`src/rtl/csr_access_guard.sv`:
```
module csr_access_guard #(
  parameter int XLEN = 32,
  parameter logic [XLEN-1:0] HART_ID = 'h5
) (
  input  logic            clk,
  input  logic            rst_n,
  input  logic            acc_valid,
  input  logic [11:0]     acc_addr,
  input  logic [1:0]      acc_priv,
  input  logic [1:0]      acc_op,
  input  logic [XLEN-1:0] acc_wdata,
  output logic [XLEN-1:0] rdata,
  output logic            illegal
);
  localparam logic [11:0] A_USCR = 12'h040;
  localparam logic [11:0] A_SSCR = 12'h140;
  localparam logic [11:0] A_STAT = 12'h300;
  localparam logic [11:0] A_TVEC = 12'h305;
  localparam logic [11:0] A_MSCR = 12'h340;
  localparam logic [11:0] A_HART = 12'hF14;
  localparam logic [1:0] OP_READ = 2'd0, OP_SWAP = 2'd1, OP_SET = 2'd2, OP_CLR = 2'd3;
  localparam int IE_BIT = 3;
  localparam int PIE_BIT = 7;
  localparam int PP_LO = 11;

  logic [XLEN-1:0] uscr_q, sscr_q, mscratch_q;
  logic [XLEN-3:0] base_q;
  logic            mode_q, mie_q, mpie_q;
  logic [1:0]      mpp_q;

  logic [XLEN-1:0] stat_rd, cur, nv;
  logic            hit, wr_req, in_dbg, priv_ok, commit;

  always_comb begin
    stat_rd = '0;
    stat_rd[IE_BIT] = mie_q;
    stat_rd[PIE_BIT] = mpie_q;
    stat_rd[PP_LO +: 2] = mpp_q;
  end

  always_comb begin
    hit = 1'b1;
    cur = '0;
    case (acc_addr)
      A_USCR:  cur = uscr_q;
      A_SSCR:  cur = sscr_q;
      A_STAT:  cur = stat_rd;
      A_TVEC:  cur = {base_q, 1'b0, mode_q};
      A_MSCR:  cur = mscratch_q;
      A_HART:  cur = HART_ID;
      default: hit = 1'b0;
    endcase
  end

  assign wr_req  = (acc_op == OP_SWAP) || (acc_op != OP_READ && acc_wdata != '0);
  assign in_dbg  = acc_addr[11:5] == 7'h3D;
  assign priv_ok = acc_priv >= acc_addr[9:8];
  assign illegal = acc_valid && (in_dbg || !hit || !priv_ok ||
                                 (acc_addr[11:10] == 2'b11 && wr_req));
  assign rdata   = (acc_valid && !illegal) ? cur : '0;
  assign commit  = acc_valid && !illegal && wr_req;

  always_comb begin
    case (acc_op)
      OP_SWAP: nv = acc_wdata;
      OP_SET:  nv = cur | acc_wdata;
      OP_CLR:  nv = cur & ~acc_wdata;
      default: nv = cur;
    endcase
  end

  always_ff @(posedge clk or negedge rst_n) begin
    if (!rst_n) begin
      uscr_q     <= '0;
      sscr_q     <= '0;
      mscratch_q <= '0;
      base_q     <= '0;
      mode_q     <= 1'b0;
      mie_q      <= 1'b0;
      mpie_q     <= 1'b0;
      mpp_q      <= 2'b00;
    end else if (commit) begin
      case (acc_addr)
        A_USCR: uscr_q <= nv;
        A_SSCR: sscr_q <= nv;
        A_MSCR: mscratch_q <= nv;
        A_STAT: begin
          mie_q  <= nv[IE_BIT];
          mpie_q <= nv[PIE_BIT];
          mpp_q  <= (nv[PP_LO +: 2] == 2'b10) ? 2'b00 : nv[PP_LO +: 2];
        end
        A_TVEC: begin
          base_q <= nv[XLEN-1:2];
          mode_q <= nv[1:0] == 2'b01;
        end
        default: ;
      endcase
    end
  end
endmodule

```
`config.mk`:
```
export PLATFORM = sky130hd
export DESIGN_NAME = csr_access_guard
export DESIGN_NICKNAME = d
export VERILOG_FILES = /design/src/rtl/csr_access_guard.sv
export SDC_FILE = /design/constraint.sdc
export NUM_CORES = 1
export LEC_CHECK = 0
export ABC_CLOCK_PERIOD_IN_PS = 3370
export CORE_MARGIN = 10
export CORE_UTILIZATION = 34
export CTS_BUF_LIST = sky130_fd_sc_hd__clkbuf_4
export DETAILED_ROUTE_END_ITERATION = 6
export PLACE_DENSITY = 0.53
export SKIP_CTS_REPAIR_TIMING = 1
export SYNTH_ARGS = -nofsm -noshare
export SYNTH_HDL_FRONTEND = slang
export SYNTH_SLANG_ARGS = --single-unit
```
`constraint.sdc`:
```
create_clock -name clk -period 3.37 [get_ports clk]
set_input_delay 0.674 -clock clk [delete_from_list [all_inputs] [get_ports clk]]
set_output_delay 0.674 -clock clk [all_outputs]
set_load 0.02 [all_outputs]
```
* Yosys cells after proc, flatten, opt, wreduce, memory -nomap -nowiden
Index checks and enable logic that the tools add are counted.
** Word-level totals
- Bits in registers :: 131
- Bits in latches :: 0
- Bits in writable memories :: 0
- Memory bits (read-only) :: 0
- Bits of input ports :: 51
- Output and inout bits :: 33
- Logic and storage cells :: 50
- Memories kept :: 0
** Operators by class
- Add/subtract/negate cells :: 0
- Multipliers :: 0
- Divide/modulo/power cells :: 0
- $lt $le $gt $ge :: 1
- Equality and inequality tests :: 13
- Shifts and indexed selects :: 0
- Muxes and demuxes :: 5
- Bitwise gates (word level) :: 3
- Reductions and logical operators :: 20
** Operator list (number)
- case mux 32 bit (6 select lines) :: 1
- case mux 32 bit (3 select lines) :: 1
- equality test 12 x 10 -> 1 bit (second input constant) :: 3
- bitwise AND 32 bit :: 1
- two-way mux 32 bit :: 1
- NOT 32 bit :: 1
- bitwise OR 32 bit :: 1
- nonzero test 32 bit :: 1
- equality test 12 bit (second input constant) :: 1
- equality test 12 x 7 -> 1 bit (second input constant) :: 1
- equality test 12 x 9 -> 1 bit (second input constant) :: 1
- AND reduction 2 bit :: 5
- equality test 2 bit (second input constant) :: 4
- equality test 7 x 6 -> 1 bit (second input constant) :: 1
- OR reduction 6 bit :: 1
- logical AND 1 bit :: 5
- equality test 2 x 1 -> 1 bit (second input constant) :: 2
- logical OR 1 bit :: 4
- zero test 1 bit :: 3
- >= comparator 2 bit :: 1
- two-way mux 2 bit :: 1
- nonzero test 2 bit :: 1
- two-way mux 1 bit :: 1

* Depth between registers and ports, before layout
- Word-level depth :: 12
- Depth in mapped cells :: 10

* Least setup slack after synthesis
OpenSTA, ideal clock, no wires.
- Path kind :: input-to-output
- Start point :: in acc_addr[1]
- End point :: out rdata[0]
- Arrival :: 2.612 ns
- Required time :: 2.696 ns
- Setup slack :: 0.084 ns
- Stages on the path :: 8
- Cells stage by stage :: or4_4 -> buf_6 -> nor4_2 -> o21ai_1 -> a32oi_1 -> nand3_1 -> buf_2 -> nor2_1
** Between the ends
- Longest elaborated chain between the ends :: 11
- Elaborated cells on any way between the ends :: 17
** Ends and longest elaborated chain
- from (decl) :: line 8 : input logic [11:0] acc_addr,
- equality test 12 bit, or another cell as far along :: line 44 : case (acc_addr)
- OR reduction 6 bit (no source line)
- two-way mux 1 bit :: line 44
- zero test 1 bit :: line 58 : assign illegal = acc_valid && (in_dbg || !hit || !priv_ok ||
- logical OR 1 bit (3 in series) :: line 58
- logical AND 1 bit :: line 58
- zero test 1 bit :: line 60 : assign rdata = (acc_valid && !illegal) ? cur : '0;
- logical AND 1 bit :: line 60
- two-way mux 32 bit * :: line 60
- to (decl) :: line 12 : output logic [XLEN-1:0] rdata,
Mark *: on every way between the ends. The rest lies on a longest branch, timed or not.

* Worst setup path in the final report
- Start point :: in acc_wdata[6]
- End point :: out rdata[9]
** Between the ends
- Longest elaborated chain between the ends :: 9
** Ends and longest elaborated chain
- from (decl) :: line 11 : input logic [XLEN-1:0] acc_wdata,
- nonzero test 32 bit :: line 55 : assign wr_req = (acc_op == OP_SWAP) || (acc_op != OP_READ && acc_wdata != '0);
- logical AND 1 bit :: line 55
- logical OR 1 bit :: line 55
- logical AND 1 bit :: line 59 : (acc_addr[11:10] == 2'b11 && wr_req));
- logical OR 1 bit :: line 58
- logical AND 1 bit :: line 58
- zero test 1 bit :: line 60
- logical AND 1 bit :: line 60
- two-way mux 32 bit :: line 60
Every way passes these cells.

==> run_results.csv <==
group,metric,value,unit
finish,n_fill_cell,1896,
worst_setup_path,crit_type,"input pin to output pin",
yosys,synthTopCellsByArea,"dfrtp_1, nand2_1, o21ai_0",
placed_design,dpl.hpwl,16.3,mm
sta,relSlewSlack,42.2,%
sta,fin_crit_sh,108,%
yosys,avgSynthCellArea,9.30,um2
drt,via_count,6511,
worst_setup_path,cp_slowest_cell,"clkdlybuf4s50_1",
worst_setup_path,critPathMaxFanout,6,
grt,grt_pass1_vias,6577,
finish,layout-drive-gt1-share,29.5,%
yosys,synth_area_leader_cell,"dfrtp_1",
placed_design,dp_worst_setup_slack,-1.03,ns
outcome,violations,"negative setup slack",
grt,grt_pass1_wl,36.4,mm
grt,overflow,0,
yosys,yosysUniqueCellTypes,58,
clock_tree,cts_tree,"yes",
clock_tree,clock-root-buffer,"clkbuf_4",
drt,ant_nets,0,
clock_tree,numClockSinks,131,
outcome,outcome,"finished with violations",
sta,fin_tns_setup,-6.94,ns
power,power_density,291,nW/um2
sta,setup_viol,33,
yosys,syn_nets,799,
clock_tree,worstSkewPairLatency,0.54,ns
yosys,ys_seq_area_share,47.2,%
finish,syn_to_final_growth,41.5,%
drt,wl,24.1,mm
clock_tree,clk_pin_slew,0.12,ns
sta,fin_worst_skew,0.0214,ns
worst_setup_path,end_kind,"output pin",
power,p_total,2.86,mW
drt,first_iter_violations,495,
yosys,synth_top_area_share,47.2,%
clock_tree,numCtsBuffers,17,
floorplan,io_pins,84,
grt,antenna_found_initial,1,
worst_setup_path,start_kind,"input pin",
power,vdd_drop_max,0.000171,V
grt,grt_use_total,17.5,%
finish,multiInputGateArea,3730,um2
sta,setup_ws,-0.266,ns
sta,min_period,3.64,ns
yosys,synth-seq-cells,131,
worst_setup_path,crit_required,2.70,ns
worst_setup_path,crit_chain,"clkdlybuf4s50_1 > nor4_2 > buf_4 > nand4_1 > o31a_1 > a32oi_2 > nand3_4 > clkbuf_16 > nor2_4 > buf_6",
placed_design,gp_congestion,0.856,
floorplan,initial_core_util,34.4,%
drt,drcViolationCount,0,
placed_design,placed_cells,1176,
flow_run,maxCapViolations,0,
worst_setup_path,slowest_delay,0.52,ns
worst_setup_path,arrival,2.96,ns
worst_setup_path,reg2reg_slack,1.21,ns
finish,fin_nets,986,
sta,hold_viol_final,0,
floorplan,row_count,52,
drt,viasPerCell,5.37,
power,power_leakage,4.39,nW
sta,rsz0062_at_grt,"yes",
sta,clock.fmax,0.275,GHz
yosys,ys.flop_type,"dfrtp_1",
yosys,syn_area,6940,um2
sta,worst-slew-pin-transition,0.867,ns
yosys,syn-instance-count,746,
clock_tree,htree_num_levels,4,
yosys,synth_edf_count,0,
yosys,async_flop_share,100,%
hold_path,hp-class,"input pin to asynchronous set/reset pin",
clock_tree,cts.path.max_buffers,2,
drt,firstDrtPassIters,5,
finish,seq_area,3280,um2
floorplan,die-width,163,um
floorplan,die_y,163,um
yosys,yosys_warnings,0,
grt,grt_max_degree,102,
sta,drv_slew,0,
finish,fin_cells,1213,
floorplan,core_area,20200,um2
finish,final_util,48.7,%
floorplan,die_area,26500,um2
drt,wl_per_cell,19.9,um
placed_design,io_buffers,83,
## where the power goes
part	internal, mW	switching (mW)
clock network	0.341	0.547
registers	1.57	0.000931
logic	0.178	0.219
total	2.09	0.766
## cells in the final DEF (no fill, tap or decap), types with 3 or more instances in the layout
cell             netlist  routed
nor2_1                37       5
nor4_4                 1       5
dlymetal6s2s_1         0      24
nand2_1              159     159
clkinv_2               0       3
xnor2_1               28      28
nand4_1                3       3
or4_4                  1       3
a22o_1                36      36
a21oi_1                9       8
a222oi_1              13      13
nand3_1               14      11
o21ai_1               17      16
o21ai_0              105     105
nor3_1                10       9
buf_4                  9     121
buf_12                 0      18
nor4_2                 1       4
inv_1                  7       7
nor2_4                 0      31
nor4_1                10       3
a22oi_1               16      16
clkbuf_4               0      18
clkinv_1               0       5
mux2i_1               25      25
or3_1                  3       3
buf_6                  1      32
mux2_2                20      20
nand2b_1               3       3
clkdlybuf4s50_1        0      22
dfrtp_1              131     131
mux2_1                 4       4
## metrics by stage
stage / instance area, um2 / hold WS, ns
2_1_floorplan: 6940 / 0.378
3_3_place_gp: 9040 / 0.460
3_5_place_dp: 9040 / 0.470
4_1_cts: 9240 / 0.0260
5_1_grt: 9820 / 0.0233
6_report: 9820 / 0.0448
## synth_stat cells, types with 4 or more instances
library cell / number
a21oi_1: 9
a222oi_1: 13
a22o_1: 36
a22oi_1: 16
buf_2: 19
buf_4: 9
clkbuf_1: 24
dfrtp_1: 131
inv_1: 7
mux2_1: 4
mux2_2: 20
mux2i_1: 25
nand2_1: 159
nand3_1: 14
nor2_1: 37
nor3_1: 10
nor4_1: 10
o21ai_0: 105
o21ai_1: 17
xnor2_1: 28
## final timing paths
kind | end | cells past startpoint | startpoint
max | rdata[9] | 10 | acc_wdata[6]
min | base_q[2]$_DFFE_PN0P_ | 1 | rst_n
max reg2reg | sscr_q[12]$_DFFE_PN0P_ | 7 | sscr_q[12]$_DFFE_PN0P_
min reg2reg | uscr_q[14]$_DFFE_PN0P_ | 2 | uscr_q[14]$_DFFE_PN0P_
max in group asynchronous | sscr_q[23]$_DFFE_PN0P_ | 2 | rst_n
min in group clk | uscr_q[14]$_DFFE_PN0P_ | 2 | uscr_q[14]$_DFFE_PN0P_
## area by class of cell
class | instances | area share (%)
multi-input cells | 553 | 38.0
flip-flops and latches | 131 | 33.4
repair buffers | 223 | 22.7
well taps | 270 | 3.44
clock buffers | 18 | 1.38
clock inverters | 10 | 0.727
inverters | 7 | 0.268
diodes | 1 | 0.0255
## routing by layer
metal  up-vias  track usage, %  share of wire [%]
met2       199            28.2                 47
met4         0            5.74                2.2
met1      3235            22.8                 45
met3        36            3.99                5.7
li1       3041               -                  -
met5         -               0                  0
## sequential cells by signal, summed over array words and instances, names as in the netlist
name / flops
mode_q: 1
mie_q: 1
mpp_q: 2
base_q: 30
sscr_q: 32
mscratch_q: 32
uscr_q: 32
mpie_q: 1
## logic make-up (layout without fill, tap and decap cells)
group / after synthesis / in the layout / share of synthesized area [%]
xor gates and xnor gates: 28 / 28 / 3.53
AOI/OAI and AO/OA: 212 / 212 / 19.9
buffers and inverters: 62 / 258 / 4.29
DFF: 131 / 131 / 47.2
adders and majority gates: 2 / 2 / 0.361
and+or+nand+nor: 262 / 262 / 17.2
other: 0 / 1 / 0
muxes: 49 / 49 / 7.50
## critical path, delay by kind of cell
kind	cells	cell delay [ns]
buf+inv	4	1.05
simple gates	4	0.67
compound gates	2	0.55
Power figures use the tool's default switching activity.
